$ cat config.mk
export PLATFORM = sky130hd
export DESIGN_NAME = phy_test_bridge
export DESIGN_NICKNAME = d
export VERILOG_FILES = /design/src/rtl/phy_tb_pkg.sv /design/src/rtl/phy_tb_csr.sv /design/src/rtl/phy_tb_seq.sv /design/src/rtl/phy_tb_bank.sv /design/src/rtl/phy_test_bridge.sv
export SDC_FILE = /design/constraint.sdc
export NUM_CORES = 1
export LEC_CHECK = 0
export BUFFER_PORTS_ARGS = -buffer_cell sky130_fd_sc_hd__buf_4
export CAP_MARGIN = 15
export CORE_MARGIN = 4
export CORE_UTILIZATION = 60
export DETAILED_ROUTE_END_ITERATION = 6
export PLACE_DENSITY_LB_ADDON = 0.3
export RECOVER_POWER = 25
export SLEW_MARGIN = 20
export SYNTH_ARGS = -nofsm -noshare
export SYNTH_HDL_FRONTEND = slang
export SYNTH_HIERARCHICAL = 1
export SYNTH_SLANG_ARGS = --single-unit
export TNS_END_PERCENT = 30
$ cat constraint.sdc
create_clock -name clk -period 4.35 [get_ports clk]
set_clock_uncertainty 0.05 [all_clocks]
set_input_delay 0.87 -clock clk [delete_from_list [all_inputs] [get_ports clk]]
set_output_delay 0.87 -clock clk [all_outputs]
set_load 0.01 [all_outputs]
$ cat src/rtl/phy_tb_pkg.sv
package phy_tb_pkg;
  localparam int WIN_AW  = 6;
  localparam int TADDR_W = 12;
  localparam int TDATA_W = 8;

  localparam logic [WIN_AW-1:0] OFS_MODE = 6'h10;
  localparam logic [WIN_AW-1:0] OFS_REQ  = 6'h14;
  localparam logic [WIN_AW-1:0] OFS_CMPL = 6'h18;

  typedef enum logic [1:0] {
    OP_RD  = 2'd0,
    OP_WR  = 2'd1,
    OP_RST = 2'd2,
    OP_RSV = 2'd3
  } op_e;

  typedef struct packed {
    logic [TDATA_W-1:0] data;
    logic [TADDR_W-1:0] addr;
    logic [1:0]         pad;
    op_e                op;
  } req_t;
endpackage

$ cat src/rtl/phy_tb_csr.sv
module phy_tb_csr
  import phy_tb_pkg::*;
(
  input  logic              clk,
  input  logic              rst_n,
  input  logic              reg_wr,
  input  logic [WIN_AW-1:0] reg_addr,
  input  logic [31:0]       reg_wdata,
  input  logic              busy_i,
  input  logic [TDATA_W-1:0] rd_data_i,
  output logic              mode_o,
  output logic              fire_o,
  output req_t              req_o,
  output logic              ovr_o,
  output logic [31:0]       reg_rdata
);
  logic mode_q, mode_d, mode_en;
  logic ovr_q, ovr_d, ovr_en;
  logic hit_mode, hit_req, hit_cmpl;
  logic req_wr, clr_wr;
  logic unused_hi;

  assign req_o    = reg_wdata[23:0];
  assign unused_hi = ^reg_wdata[31:24];

  assign hit_mode = (reg_addr == OFS_MODE);
  assign hit_req  = (reg_addr == OFS_REQ);
  assign hit_cmpl = (reg_addr == OFS_CMPL);

  assign req_wr = reg_wr && hit_req && mode_q;
  assign clr_wr = reg_wr && hit_cmpl && reg_wdata[1];

  always_comb begin
    mode_en = reg_wr && hit_mode;
    mode_d  = reg_wdata[0];
    ovr_en  = (req_wr && busy_i) || clr_wr;
    ovr_d   = req_wr && busy_i;
    fire_o  = req_wr && !busy_i && (req_o.op != OP_RSV);
  end

  always_ff @(posedge clk or negedge rst_n) begin
    if (!rst_n) begin
      mode_q <= 1'b0;
      ovr_q  <= 1'b0;
    end else begin
      if (mode_en) mode_q <= mode_d;
      if (ovr_en)  ovr_q  <= ovr_d;
    end
  end

  assign mode_o = mode_q;
  assign ovr_o  = ovr_q;

  always_comb begin
    reg_rdata = '0;
    if (hit_mode) reg_rdata[0] = mode_q;
    if (hit_cmpl) reg_rdata = {16'h0, rd_data_i, 6'h0, ovr_q, busy_i};
  end
endmodule

$ cat src/rtl/phy_tb_seq.sv
module phy_tb_seq
  import phy_tb_pkg::*;
#(
  parameter int ACC_LAT = 2,
  parameter int RST_LAT = 4
) (
  input  logic               clk,
  input  logic               rst_n,
  input  logic               fire_i,
  input  req_t               req_i,
  output logic               busy_o,
  output logic               done_o,
  output op_e                op_o,
  output logic [TADDR_W-1:0] addr_o,
  output logic [TDATA_W-1:0] data_o
);
  localparam int MAXL = (ACC_LAT > RST_LAT) ? ACC_LAT : RST_LAT;
  localparam int CW   = (MAXL > 1) ? $clog2(MAXL) : 1;

  logic          busy_q, busy_d;
  logic [CW-1:0] cnt_q, cnt_d;
  logic          cnt_en;
  req_t          req_q;
  logic          unused_pad;

  assign done_o     = busy_q && (cnt_q == '0);
  assign unused_pad = ^req_q.pad;

  always_comb begin
    busy_d = busy_q;
    cnt_d  = cnt_q;
    cnt_en = 1'b0;
    if (fire_i) begin
      busy_d = 1'b1;
      cnt_en = 1'b1;
      cnt_d  = (req_i.op == OP_RST) ? CW'(RST_LAT - 1) : CW'(ACC_LAT - 1);
    end else if (busy_q) begin
      if (done_o) begin
        busy_d = 1'b0;
      end else begin
        cnt_en = 1'b1;
        cnt_d  = cnt_q - 1'b1;
      end
    end
  end

  always_ff @(posedge clk or negedge rst_n) begin
    if (!rst_n) begin
      busy_q <= 1'b0;
      cnt_q  <= '0;
      req_q  <= '0;
    end else begin
      busy_q <= busy_d;
      if (cnt_en) cnt_q <= cnt_d;
      if (fire_i) req_q <= req_i;
    end
  end

  assign busy_o = busy_q;
  assign op_o   = req_q.op;
  assign addr_o = req_q.addr;
  assign data_o = req_q.data;
endmodule

$ cat src/rtl/phy_tb_bank.sv
module phy_tb_bank
  import phy_tb_pkg::*;
#(
  parameter int DEPTH = 16
) (
  input  logic                     clk,
  input  logic                     rst_n,
  input  logic                     wr_i,
  input  logic                     clr_i,
  input  logic [TADDR_W-1:0]       addr_i,
  input  logic [TDATA_W-1:0]       wdata_i,
  output logic [TDATA_W-1:0]       rdata_o,
  output logic [DEPTH*TDATA_W-1:0] cells_o
);
  localparam int IW = (DEPTH > 1) ? $clog2(DEPTH) : 1;

  logic          in_range;
  logic [IW-1:0] idx;
  logic [TDATA_W-1:0] cell_arr [DEPTH];

  assign in_range = (32'(addr_i) < DEPTH);
  assign idx      = addr_i[IW-1:0];

  for (genvar g = 0; g < DEPTH; g++) begin : g_cell
    logic [TDATA_W-1:0] cell_q, cell_d;
    logic               cell_en;

    always_comb begin
      cell_en = clr_i || (wr_i && in_range && (32'(idx) == g));
      cell_d  = clr_i ? '0 : wdata_i;
    end

    always_ff @(posedge clk or negedge rst_n) begin
      if (!rst_n)       cell_q <= '0;
      else if (cell_en) cell_q <= cell_d;
    end

    assign cell_arr[g] = cell_q;
    assign cells_o[g*TDATA_W +: TDATA_W] = cell_q;
  end

  assign rdata_o = in_range ? cell_arr[idx] : '0;
endmodule

$ cat src/rtl/phy_test_bridge.sv
module phy_test_bridge
  import phy_tb_pkg::*;
#(
  parameter int DEPTH   = 16,
  parameter int ACC_LAT = 2,
  parameter int RST_LAT = 4
) (
  input  logic              clk,
  input  logic              rst_n,
  input  logic              reg_wr,
  input  logic [WIN_AW-1:0] reg_addr,
  input  logic [31:0]       reg_wdata,
  output logic [31:0]       reg_rdata
);
  logic               mode_q, fire, ovr_q, busy, done;
  req_t               req_w;
  op_e                op_q;
  logic [TADDR_W-1:0] addr_q;
  logic [TDATA_W-1:0] data_q, bank_rdata, rd_q;
  logic [DEPTH*TDATA_W-1:0] bank_flat;
  logic               rd_en, bank_wr, bank_clr;

  phy_tb_csr u_csr (
    .clk(clk), .rst_n(rst_n), .reg_wr(reg_wr), .reg_addr(reg_addr),
    .reg_wdata(reg_wdata), .busy_i(busy), .rd_data_i(rd_q),
    .mode_o(mode_q), .fire_o(fire), .req_o(req_w), .ovr_o(ovr_q),
    .reg_rdata(reg_rdata)
  );

  phy_tb_seq #(.ACC_LAT(ACC_LAT), .RST_LAT(RST_LAT)) u_seq (
    .clk(clk), .rst_n(rst_n), .fire_i(fire), .req_i(req_w),
    .busy_o(busy), .done_o(done), .op_o(op_q), .addr_o(addr_q),
    .data_o(data_q)
  );

  assign bank_wr  = done && (op_q == OP_WR);
  assign bank_clr = done && (op_q == OP_RST);
  assign rd_en    = done && (op_q == OP_RD);

  phy_tb_bank #(.DEPTH(DEPTH)) u_bank (
    .clk(clk), .rst_n(rst_n), .wr_i(bank_wr), .clr_i(bank_clr),
    .addr_i(addr_q), .wdata_i(data_q), .rdata_o(bank_rdata),
    .cells_o(bank_flat)
  );

  always_ff @(posedge clk or negedge rst_n) begin
    if (!rst_n)     rd_q <= '0;
    else if (rd_en) rd_q <= bank_rdata;
  end
endmodule

==> results of run 1 <==
## worst max-delay path, stage by stage
cell and delay [ns]:
buf_4 0.11, or4b_4 0.58, nor3b_4 0.33, and2_1 0.19, buf_4 0.12
## layer usage
layer  vias up  wire length (um)  GRT usage, %
met3        36               848          4.20
met5         -                 0             0
li1       2322                 -             -
met1      2664              7730          30.6
met4         0               447          9.39
met2       132              9140          39.0
## cell type report
type                            instances  area, um^2
Tap cell                              184         230
Clock inverter                         13         183
Clock buffer                           19         443
Sequential cell                       163        4080
Inverter                                6        22.5
Fill cell                            1009        4980
Timing Repair Buffer                   47         363
Multi-Input combinational cell        450        4180
## power by group through the flow
stage / clock [mW] / sequential [mW] / combinational [mW]
after global routing: 1.67 / 1.55 / 0.161
after CTS: 1.61 / 1.54 / 0.147
after global placement: 0 / 1.57 / 0.137
final: 1.58 / 1.54 / 0.144
after detailed placement: 0 / 1.57 / 0.144
after floorplan: 0 / 1.56 / 0.107
## registers in the layout, indices dropped and copies added (netlist names)
register              count
u_seq/addr_o             12
u_seq/data_o              8
u_csr/ovr_o               1
u_bank/g_cell.cell_q    128
u_csr/mode_o              1
u_seq/busy_o              1
u_seq/cnt_q               2
u_seq/op_o                2
rd_q                      8
## cells in the final DEF (no fill, tap or decap), drive strengths merged, types with 6 or more instances in the layout
cell type and instances:
clkbuf 20, and2 11, mux2 31, or2b 8, nor2b 10, dfrtp 163, mux2i 136, nand2b 130
mux4 32, inv 7, nor2 6, a211oi 15, buf 46, nand2 16, conb 22
## metrics by stage
stage | hold WS (ns) | std cells
after floorplan | 0.411 | 714
after global placement | 0.438 | 850
after detailed placement | 0.446 | 850
after CTS | 0.460 | 882
after global routing | 0.473 | 882
final | 0.457 | 882
## how the worst max path moves through the flow
stage	startpoint	to	cells past startpoint
finish	reg_addr[5]	reg_rdata[14]	5
global route	reg_addr[5]	reg_rdata[14]	5
CTS	reg_addr[5]	reg_rdata[14]	5
detailed placement	reg_addr[5]	reg_rdata[14]	5
global placement	reg_addr[5]	reg_rdata[15]	5
floorplan	reg_addr[5]	reg_rdata[10]	3
==> flow_summary.yaml, run 1 <==
power:
  p_leak_nw: 4.87
  clockPowerShare_pct: 48.3
  p_int_mw: 2.56
  powerDensity_nw_per_um2: 344
  p_sw_share_pct: 21.7
  ir_drop_mv: 0.276
  switching_power_uw: 710
  p_total_mw: 3.27
  share_comb_of_total_power_pct: 4.4
  seq_power_share_pct: 47.3
clock_network:
  cts_root_buffer: "clkbuf_16"
  cts_buffers: 17
  cts.path.max_buffers: 2
  cts_max_level: 4
  holdBufCountCts: 0
  cts_resized: 0
  cts_num_sinks: 163
  cts_setup_buffers: 0
  cts_tree: "built"
  clock_latency_ns: 0.44
  clkTransAtPathRegs_ns: 0.06
cells_and_area:
  area_delta_synth_final_pct: 7.92
  num_antenna_cells: 0
  finish.utilization_pct: 65.6
  stdcell_area_um2: 9500
  drive_gt1_share_pct: 24.9
  fin_nets: 727
routing:
  drtPass1Iterations: 4
  drt_wl_total_mm: 18.2
  drc: 0
  vias: 5154
  vias_per_cell: 5.84
  drt-initial-drc-count: 339
  ant_nets: 0
  wl_per_cell_um: 20.6
placement:
  hpwl_mm: 11.7
  io_buffers: 40
  pre_cts_ws_ns: 1.24
  placed_cell_area_um2: 8880
  place.gp.congestion: 0.787
floorplanning:
  core-area_um2: 14500
  ios: 73
  initial_utilization_pct: 60.8
  die_h_um: 129
  rows: 44
  die_w_um: 129
  dieArea_um2: 16700
run_status:
  violations: "max-capacitance violations, max-slew violations"
  status: "finished with violations"
timing:
  tightestPinTransition_ns: 2.23
  finalHoldViolCount: 0
  timing.final.ws_setup_ns: 1.23
  finalCritPeriodShare_pct: 71.6
  tns_ns: 0
  period_minus_slack_ns: 3.12
  setup_viol: 0
  slew_headroom_pct: -48.7
  fmax_mhz: 321
  slew_violations: 89
  rsz0062_at_grt: "no"
global_route:
  grt_pass1_vias: 5488
  grt_max_degree: 90
  antenna_found_initial: 0
  grt-ovfl-total: 0
  grt_pass1_wl_mm: 29.5
  track_usage_pct: 23.4
synthesis:
  syn_inst: 693
  netlist_area_um2: 8800
  syn_area_per_cell_um2: 12.7
  yosysWarnings: 6
setup_path:
  critPathMaxFanout: 9
  end_kind: "output port"
  startpoint_type: "input pin"
  r2r-end: "u_bank/g_cell[14].cell_q[5]$_DFFE_PN0P_"
  r2r_setup_slack_ns: 1.54
  path_class: "in2out"
  rr_startpoint: "u_seq/addr_o[2]$_DFFE_PN0P_"
  cp_data_arrival_time_ns: 2.20
  cp.required_ns: 3.43
  r2r_cells: 4
job:
  drv_cap: 1
min_path:
  hold_class: "reg2reg"
  min_delay_path_depth: 1
  whs_endpoint: "rd_q[4]$_DFFE_PN0P_"
  min-delay-start: "rd_q[4]$_DFFE_PN0P_"
Note: power is estimated with default switching activity, not from simulation.
==> inputs of run 2 (changes only) <==
clock period = 2.9 ns   (was 4.35 ns; I/O delays follow)
==> run 2 against run 1 <==
  * The run now ends clean
  * Via count hardly changed
  * First-iteration DRC count is 17% higher
  * Cell count is 0.91% higher
  * Critical path depth stayed put
  * Total power is 44% higher
  * Critical endpoint is now rd_q[4]$_DFFE_PN0P_
==> flow_summary.yaml, run 2 (synthesized netlist as in run 1, its figures left out) <==
floorplanning:
  die_h_um: 129
  initial_utilization_pct: 60.8
  rows: 44
  die_w_um: 129
  ios: 73
  core-area_um2: 14500
  dieArea_um2: 16700
global_route:
  antenna_found_initial: 0
  grt_pass1_vias: 5478
  grt_pass1_wl_mm: 29.1
  grt-ovfl-total: 0
  track_usage_pct: 23.0
  grt_max_degree: 90
setup_path:
  cp_common_cell: "a211oi_1"
  cpPeakStageDelay_ns: 0.67
  cp_data_arrival_time_ns: 2.79
  cp.required_ns: 3.16
  startpoint_type: "flop"
  slowest_stage: "dfrtp_2"
  critPathMaxFanout: 26
  r2r_setup_slack_ns: 0.38
  end_kind: "flop"
  critPathBufInv: 1
  worstPathCellList: "buf_12, mux4_2, a211oi_1, a211oi_1, mux2_2"
  path_class: "reg2reg"
  cp_top_family: "multiplexers"
timing:
  finalHoldViolCount: 0
  period_minus_slack_ns: 2.52
  setup_viol: 0
  tightestPinTransition_ns: 0.832
  rsz0062_at_grt: "no"
  slew_violations: 0
  fmax_mhz: 396
  tns_ns: 0
  hold_ws_ns: 0.185
  finalCritPeriodShare_pct: 87.0
  slew_headroom_pct: 44.5
min_path:
  hold_class: "in2async"
cells_and_area:
  final_common_cell: "dfrtp_1"
  nFillCells: 1037
  drive_gt1_share_pct: 25.8
  stdcell_area_um2: 9560
  area_delta_synth_final_pct: 8.60
  num_antenna_cells: 0
  fin_nets: 736
  top_register: "u_bank/g_cell.cell_q"
  mostFrequentLayoutCells: "161 x dfrtp_1, 136 x mux2i_1, 130 x nand2b_1"
  largest_reg_flops: 128
clock_network:
  clkTransAtPathRegs_ns: 0.06
  cts_buffers: 17
  cts_resized: 0
  clock_latency_ns: 0.44
  cts_tree: "built"
  cts_setup_buffers: 0
  cts_num_sinks: 163
  holdBufCountCts: 0
  cts.path.max_buffers: 2
  cts_max_level: 4
  cts_root_buffer: "clkbuf_16"
routing:
  drt_wl_total_mm: 18.1
  route.met2.wl_mm: 8.89
  drt-met1-wl_mm: 7.86
  wl_per_cell_um: 20.4
  wl_met3_um: 900
  ant_nets: 0
  drtPass1Iterations: 4
  drc: 0
  maxUsedRoutingLayer: "met4"
  drt-initial-drc-count: 397
  vias: 5152
  vias_per_cell: 5.79
placement:
  placed_cell_area_um2: 8980
  place.gp.congestion: 0.814
  io_buffers: 40
  hpwl_mm: 11.7
power:
  p_leak_nw: 4.91
  p_total_mw: 4.70
  powerDensity_nw_per_um2: 492
  ir_drop_mv: 0.508
job:
  drv_cap: 0
run_status:
  status: "completed"
-- run 2: cell count changes in the layout (fill, tap and decap cells not counted) --
cell	delta
buf_12	+3
buf_4	+6
clkinvlp_4	-1
bufinv_16	-3
clkbuf_8	+4
inv_6	-1
clkbuf_2	-1
buf_6	+1
-- run 2: path summary, 6_finish.rpt --
path	end	start	depth (start not counted)
hold reg to reg	rd_q[2]$_DFFE_PN0P_	rd_q[2]$_DFFE_PN0P_	1
hold / removal	u_bank/g_cell[13].cell_q[5]$_DFFE_PN0P_	rst_n	1
min in group clk	u_seq/data_o[7]$_DFFE_PN0P_	reg_wdata[23]	2
max in group asynchronous	u_seq/data_o[4]$_DFFE_PN0P_	rst_n	2
setup reg to reg	rd_q[4]$_DFFE_PN0P_	u_seq/addr_o[1]$_DFFE_PN0P_	5
setup / recovery	rd_q[4]$_DFFE_PN0P_	u_seq/addr_o[1]$_DFFE_PN0P_	5
-- run 2: worst reg2reg max path, cell delays in order (launching register included) --
cell	delay [ns]
dfrtp_2	0.67
buf_12	0.27
mux4_2	0.52
a211oi_1	0.44
a211oi_1	0.14
mux2_2	0.31
-- run 2: metal layers --
metal,up-vias,track usage [%]
met3,32,5.32
met1,2649,30.1
met4,0,10.4
met2,132,36.7
li1,2339,-
met5,-,0
-- run 2: final cells by class --
class                   count  area [um^2]  share of cell area [%]
clock inverters             8         76.3                   0.798
inverters                   6         22.5                   0.236
clock buffers              23          498                    5.21
repair buffers             56          474                    4.96
flip-flops and latches    163         4080                    42.7
multi-input cells         450         4180                    43.7
well taps                 184          230                    2.41
-- run 2: metrics by stage --
| step | worst slack, ns | util [%] | std cells |
|---|---|---|---|
| after floorplan | 0.532 | - | 714 |
| after global placement | 0.339 | 62.1 | 859 |
| after detailed placement | 0.314 | 62.1 | 859 |
| after CTS | 0.342 | 66.0 | 890 |
| after global routing | 0.278 | 66.0 | 890 |
| final | 0.377 | 66.0 | 890 |
-- run 2: where the power goes --
part	total, mW	switching [mW]	internal, mW
registers	2.31	0.0208	2.29
logic	0.223	0.134	0.0889
clock network	2.16	0.876	1.28
total	4.70	1.03	3.67
